<file path="config.mk">
export PLATFORM = sky130hd
export DESIGN_NAME = ind_cfg_bank
export DESIGN_NICKNAME = d
export VERILOG_FILES = /design/src/rtl/cfg_bank_pkg.sv /design/src/rtl/ind_cfg_decode.sv /design/src/rtl/ind_cfg_regs.sv /design/src/rtl/ind_cfg_key.sv /design/src/rtl/ind_cfg_bank.sv
export SDC_FILE = /design/constraint.sdc
export NUM_CORES = 1
export LEC_CHECK = 0
export BUFFER_PORTS_ARGS = -buffer_cell sky130_fd_sc_hd__buf_4
export CORE_MARGIN = 1.5
export CORE_UTILIZATION = 45
export DETAILED_ROUTE_END_ITERATION = 7
export GPL_ROUTABILITY_DRIVEN = 0
export GPL_TIMING_DRIVEN = 0
export PLACE_DENSITY = 0.75
export SLEW_MARGIN = 20
export SYNTH_ARGS = -nofsm -noshare
export SYNTH_HDL_FRONTEND = slang
export SYNTH_SLANG_ARGS = --single-unit
</file>
<file path="constraint.sdc">
create_clock -name clk_i -period 1.8 [get_ports clk_i]
set_input_delay 0.18 -clock clk_i [delete_from_list [all_inputs] [get_ports clk_i]]
set_output_delay 0.18 -clock clk_i [all_outputs]
set_load 0.01 [all_outputs]
</file>
<file path="src/rtl/cfg_bank_pkg.sv">
package cfg_bank_pkg;
  localparam int unsigned DW   = 8;
  localparam int unsigned NREG = 5;

  typedef enum logic [DW-1:0] {
    IDX_OWN  = 8'h00,
    IDX_TMO  = 8'h01,
    IDX_MODE = 8'h02,
    IDX_SCLL = 8'h03,
    IDX_SCLH = 8'h04,
    IDX_KEY  = 8'h06
  } idx_e;

  typedef enum logic {KEY_IDLE = 1'b0, KEY_ARMED = 1'b1} key_st_e;
endpackage

</file>
<file path="src/rtl/ind_cfg_decode.sv">
module ind_cfg_decode
  import cfg_bank_pkg::*;
#(
  parameter logic [DW-1:0] KEY_IDX = IDX_KEY
) (
  input  logic [DW-1:0]   ptr_i,
  output logic [NREG-1:0] sel_o,
  output logic            key_sel_o
);
  for (genvar i = 0; i < NREG; i++) begin : g_sel
    assign sel_o[i] = (ptr_i == DW'(i));
  end
  assign key_sel_o = (ptr_i == KEY_IDX);
endmodule

</file>
<file path="src/rtl/ind_cfg_regs.sv">
module ind_cfg_regs
  import cfg_bank_pkg::*;
#(
  parameter logic [NREG*DW-1:0] RST_VAL = '0,
  parameter logic [NREG*DW-1:0] MASK    = '1
) (
  input  logic              clk_i,
  input  logic              rst_ni,
  input  logic              clr_i,
  input  logic              we_i,
  input  logic [NREG-1:0]   sel_i,
  input  logic [DW-1:0]     wdata_i,
  output logic [NREG*DW-1:0] q_o
);
  for (genvar i = 0; i < NREG; i++) begin : g_reg
    localparam logic [DW-1:0] RV = RST_VAL[i*DW +: DW];
    localparam logic [DW-1:0] MK = MASK[i*DW +: DW];
    logic [DW-1:0] q;
    always_ff @(posedge clk_i or negedge rst_ni) begin
      if (!rst_ni)              q <= RV & MK;
      else if (clr_i)           q <= RV & MK;
      else if (we_i && sel_i[i]) q <= wdata_i & MK;
    end
    assign q_o[i*DW +: DW] = q;
  end
endmodule

</file>
<file path="src/rtl/ind_cfg_key.sv">
module ind_cfg_key
  import cfg_bank_pkg::*;
#(
  parameter logic [DW-1:0] KEY_FIRST  = 8'hA5,
  parameter logic [DW-1:0] KEY_SECOND = 8'h5A
) (
  input  logic          clk_i,
  input  logic          rst_ni,
  input  logic          ptr_we_i,
  input  logic          key_we_i,
  input  logic [DW-1:0] wdata_i,
  output logic          fire_o
);
  key_st_e st_q, st_d;

  assign fire_o = key_we_i && (st_q == KEY_ARMED) && (wdata_i == KEY_SECOND);

  always_comb begin
    st_d = st_q;
    if (ptr_we_i) st_d = KEY_IDLE;
    else if (key_we_i) begin
      if (st_q == KEY_ARMED)          st_d = KEY_IDLE;
      else if (wdata_i == KEY_FIRST)  st_d = KEY_ARMED;
    end
  end

  always_ff @(posedge clk_i or negedge rst_ni) begin
    if (!rst_ni) st_q <= KEY_IDLE;
    else         st_q <= st_d;
  end
endmodule

</file>
<file path="src/rtl/ind_cfg_bank.sv">
module ind_cfg_bank
  import cfg_bank_pkg::*;
#(
  parameter int unsigned     MODE_W     = 2,
  parameter logic [DW-1:0]   OWN_RST    = 8'h00,
  parameter logic [DW-1:0]   TMO_RST    = 8'hFF,
  parameter logic [DW-1:0]   MODE_RST   = 8'h00,
  parameter logic [DW-1:0]   SCLL_RST   = 8'h9D,
  parameter logic [DW-1:0]   SCLH_RST   = 8'h86,
  parameter logic [DW-1:0]   KEY_IDX    = IDX_KEY,
  parameter logic [DW-1:0]   KEY_FIRST  = 8'hA5,
  parameter logic [DW-1:0]   KEY_SECOND = 8'h5A
) (
  input  logic              clk_i,
  input  logic              rst_ni,
  input  logic              host_we_i,
  input  logic              host_addr_i,
  input  logic [DW-1:0]     host_wdata_i,
  output logic [DW-1:0]     host_rdata_o,
  output logic [DW-1:0]     own_addr_o,
  output logic [DW-1:0]     timeout_o,
  output logic [MODE_W-1:0] mode_o,
  output logic [DW-1:0]     scl_low_o,
  output logic [DW-1:0]     scl_high_o,
  output logic              soft_rst_o
);
  localparam logic [DW-1:0] MODE_MASK = DW'((1 << MODE_W) - 1);
  localparam logic [NREG*DW-1:0] RST_VAL = {SCLH_RST, SCLL_RST, MODE_RST, TMO_RST, OWN_RST};
  localparam logic [NREG*DW-1:0] MASK    = {8'hFF, 8'hFF, MODE_MASK, 8'hFF, 8'hFF};

  logic [DW-1:0]      ptr_q;
  logic [NREG-1:0]    sel;
  logic               key_sel;
  logic               ptr_we, win_we, fire, soft_rst_q;
  logic [NREG*DW-1:0] regs_q;

  assign ptr_we = host_we_i && !host_addr_i;
  assign win_we = host_we_i &&  host_addr_i;

  always_ff @(posedge clk_i or negedge rst_ni) begin
    if (!rst_ni)     ptr_q <= '0;
    else if (fire)   ptr_q <= '0;
    else if (ptr_we) ptr_q <= host_wdata_i;
  end

  ind_cfg_decode #(.KEY_IDX(KEY_IDX)) u_dec (
    .ptr_i     (ptr_q),
    .sel_o     (sel),
    .key_sel_o (key_sel)
  );

  ind_cfg_regs #(.RST_VAL(RST_VAL), .MASK(MASK)) u_regs (
    .clk_i   (clk_i),
    .rst_ni  (rst_ni),
    .clr_i   (fire),
    .we_i    (win_we),
    .sel_i   (sel),
    .wdata_i (host_wdata_i),
    .q_o     (regs_q)
  );

  ind_cfg_key #(.KEY_FIRST(KEY_FIRST), .KEY_SECOND(KEY_SECOND)) u_key (
    .clk_i    (clk_i),
    .rst_ni   (rst_ni),
    .ptr_we_i (ptr_we),
    .key_we_i (win_we && key_sel),
    .wdata_i  (host_wdata_i),
    .fire_o   (fire)
  );

  always_ff @(posedge clk_i or negedge rst_ni) begin
    if (!rst_ni) soft_rst_q <= 1'b0;
    else         soft_rst_q <= fire;
  end

  always_comb begin
    host_rdata_o = '0;
    if (!host_addr_i) host_rdata_o = ptr_q;
    else begin
      for (int i = 0; i < NREG; i++)
        if (sel[i]) host_rdata_o = regs_q[i*DW +: DW];
    end
  end

  assign own_addr_o = regs_q[0*DW +: DW];
  assign timeout_o  = regs_q[1*DW +: DW];
  assign mode_o     = regs_q[2*DW +: MODE_W];
  assign scl_low_o  = regs_q[3*DW +: DW];
  assign scl_high_o = regs_q[4*DW +: DW];
  assign soft_rst_o = soft_rst_q;
endmodule

</file>
==> metrics.txt <==
most frequent cells in the layout buf_4, dfrtp_1, nor2_1, nand2_1, dfstp_2; area grow syn2layout 46.26%; sequential area share after synthesis 47.58%; Critical Path, Cell by Cell buf_6, or4b_4, o21ai_4, a221oi_1, a211oi_2, buf_4; mean post-synth cell area about 10 sq um; ANT cells 0; Post-synth top flop dfrtp_1; most common cell after layout, fill and taps aside buf_4; peak supply drop about 510 uV; delay-heaviest family, CP compound AO/OA/AOI/OAI gates; Final Cycle Share 125.5%; PD cells 793.6 mW/mm^2; library cells used by synthesis 45; Setup CP Type flop to output pin; fmax between 400 and 500 MHz; Final setup viols 44; ys async rst share 100.0%; Cell Area, Synth 0.002356 sq mm; gr usage total 24.45%; area of the core 0.005075 sq mm; total number of vias 2197; die height 75.36 um; clk slew on worst S/H paths 0.08 ns; Buf+Inv Stages, Crit Path 2; I/O Buffers 53; outcome complete, but fails checks; Initial Util a little under half; Area contributors post-synth dfrtp_1, dfstp_2, nor2_1, mux2i_1, buf_6; Post-Route WL 7464 um; count of flip-flops with a built-in enable after synthesis 0; share of cells above drive strength 1 57.14%; DRC Markers 0; worst path arrival time around 2.1 ns; 1st-pass router iterations 4; drt initial violations 193; clock latency on the worst-skew pair around 0.30 ns; Final Slew Violations 0; ANT nets after route 0; Critical Path Max Stage Delay slightly above 0.5 ns; grt ovf 0; die span in x 75.36 um; critical path peak fanout 7; LEAKAGE 0.001656 uW; area taken by flip-flops and latches roughly 0.0011 sq mm; nature of the critical path endpoint output pin; Slew headroom 59.57%; Worst Skew between 0.004 and 0.005 ns; number of global-route vias before repair 1987; clk buf depth 2; dominant cell type by area after synthesis dfrtp_1; final hold viol count 0; first-pass GRT wire length 10130 um; H-tree lvl count 2; Synth Instances ~230; CTS Buf Count 5; pre-CTS WS -0.1561 ns; unrepaired setup endpoints after global routing true; clock sinks 44; setup ws final -0.4582 ns; Yosys warnings 0; WL/cell 19.75 um; maxcap violations 0; full die area 0.005678 sq mm; post-synthesis register bit count 44; Crit-path slowest cell or4b_4; Worst-Margin Slew roughly 0.61 ns; Vias per Instance slightly below 6; Worst Path Required roughly 1.6 ns; largest net degree at the start of global routing 45; area of the multi-input gates 0.001276 sq mm; initial antenna violation count 0; Final Critical Period 2.258 ns; CTS tree yes; Site Rows 26; Final nets about 320; fin util 67.90%; Root Buffer clkbuf_8; # fillers 397; Worst setup SP type flop; post-synthesis net count between 200 and 250; min-delay worst type input pin to flop; Post-DP HPWL 4509 um; Yosys top cell area share around 30%; failing checks setup timing; I/O Pins 55
layout make-up:
class,count,area share (%)
clock inverter,3,0.5447
buffer,15,5.011
multi-input combinational,155,37.04
timing repair buffer,77,18.95
inverter,9,1.344
tap,70,2.542
sequential,44,32.57
clock buffer,5,1.997
state kept, by name, indices dropped and copies added, names as in the netlist:
signal      flops
u_key.st_q      1
ptr_q           8
u_regs.g.q     34
soft_rst_o      1
worst paths after layout:
kind | start | cells after the start | to | slack (ns)
setup / recovery | ptr_q[1] | 6 | host_rdata_o[5] | -0.46
hold / removal | host_wdata_i[0] | 3 | u_regs.g_reg[2].q[0] | 0.09
setup reg to reg | ptr_q[7] | 8 | u_regs.g_reg[1].q[7] | -0.27
hold reg to reg | u_key.st_q | 1 | u_key.st_q | 0.49
max in group asynchronous | rst_ni | 2 | ptr_q[0] | 0.99
min in group asynchronous | rst_ni | 2 | u_regs.g_reg[0].q[0] | 0.41
worst min-delay path: stages:
cell and delay, ns:
buf_4 0.09, nand2_1 0.04, o21ai_0 0.05
per-stage QoR:
step,total power (uW),setup TNS (ns),hold WS [ns],instances,cell area (sq um)
4_1_cts,2627,-3.396,0.09744,366,3080
5_1_grt,2853,-12.89,0.1139,378,3446
2_1_floorplan,1623,0,-0.1156,225,2386
6_report,2735,-9.321,0.09388,378,3446
3_5_place_dp,1947,-0.9760,0.2062,348,2872
3_3_place_gp,1934,-1.006,0.2075,348,2872
cells by family after synthesis:
| family | share of synthesized area [%] |
|---|---|
| mux | 11.21 |
| simple gates | 18.16 |
| buf+inv | 7.541 |
| flops | 47.58 |
| compound gates | 15.51 |
layer usage:
layer	wire [um]	vias to the layer above	global-route usage, %	share of wire [%]
met5	0	-	0	0
met4	173	0	9.127	2.3
met3	571	19	4.497	7.7
met2	3645	103	38.50	49
met1	3074	1094	33.90	41
li1	-	981	-	-
cell usage after synthesis, types with 2 or more instances:
cell type / number
nor2_1: 39
dfrtp_1: 28
nand2_1: 18
dfstp_2: 16
mux2i_1: 14
buf_6: 9
mux2_2: 9
inv_1: 8
o211ai_1: 7
a211oi_1: 6
a221oi_1: 6
o21ai_0: 6
buf_2: 5
nand4_2: 5
a31o_2: 4
a31oi_1: 4
o22ai_1: 4
a21oi_1: 3
a211o_1: 2
a21oi_2: 2
and2_1: 2
clkbuf_1: 2
nand3_1: 2
nor2b_1: 2
nor4_1: 2
power breakdown:
part	total [uW]	switching, uW	internal, uW
Combinational	818	398	420
Sequential	1280	135	1150
Clock	632	361	271
timing repair:
action                                 in CTS  in global routing
pin swaps                                   9                 13
buffers inserted                           10                 11
hold buffers                                1                  0
setup endpoints to repair                   8                 44
cloned                                      0                  3
endpoints found under the hold margin      28                  0
gates resized for setup                    11                 58
Power figures use the tool's default switching activity.
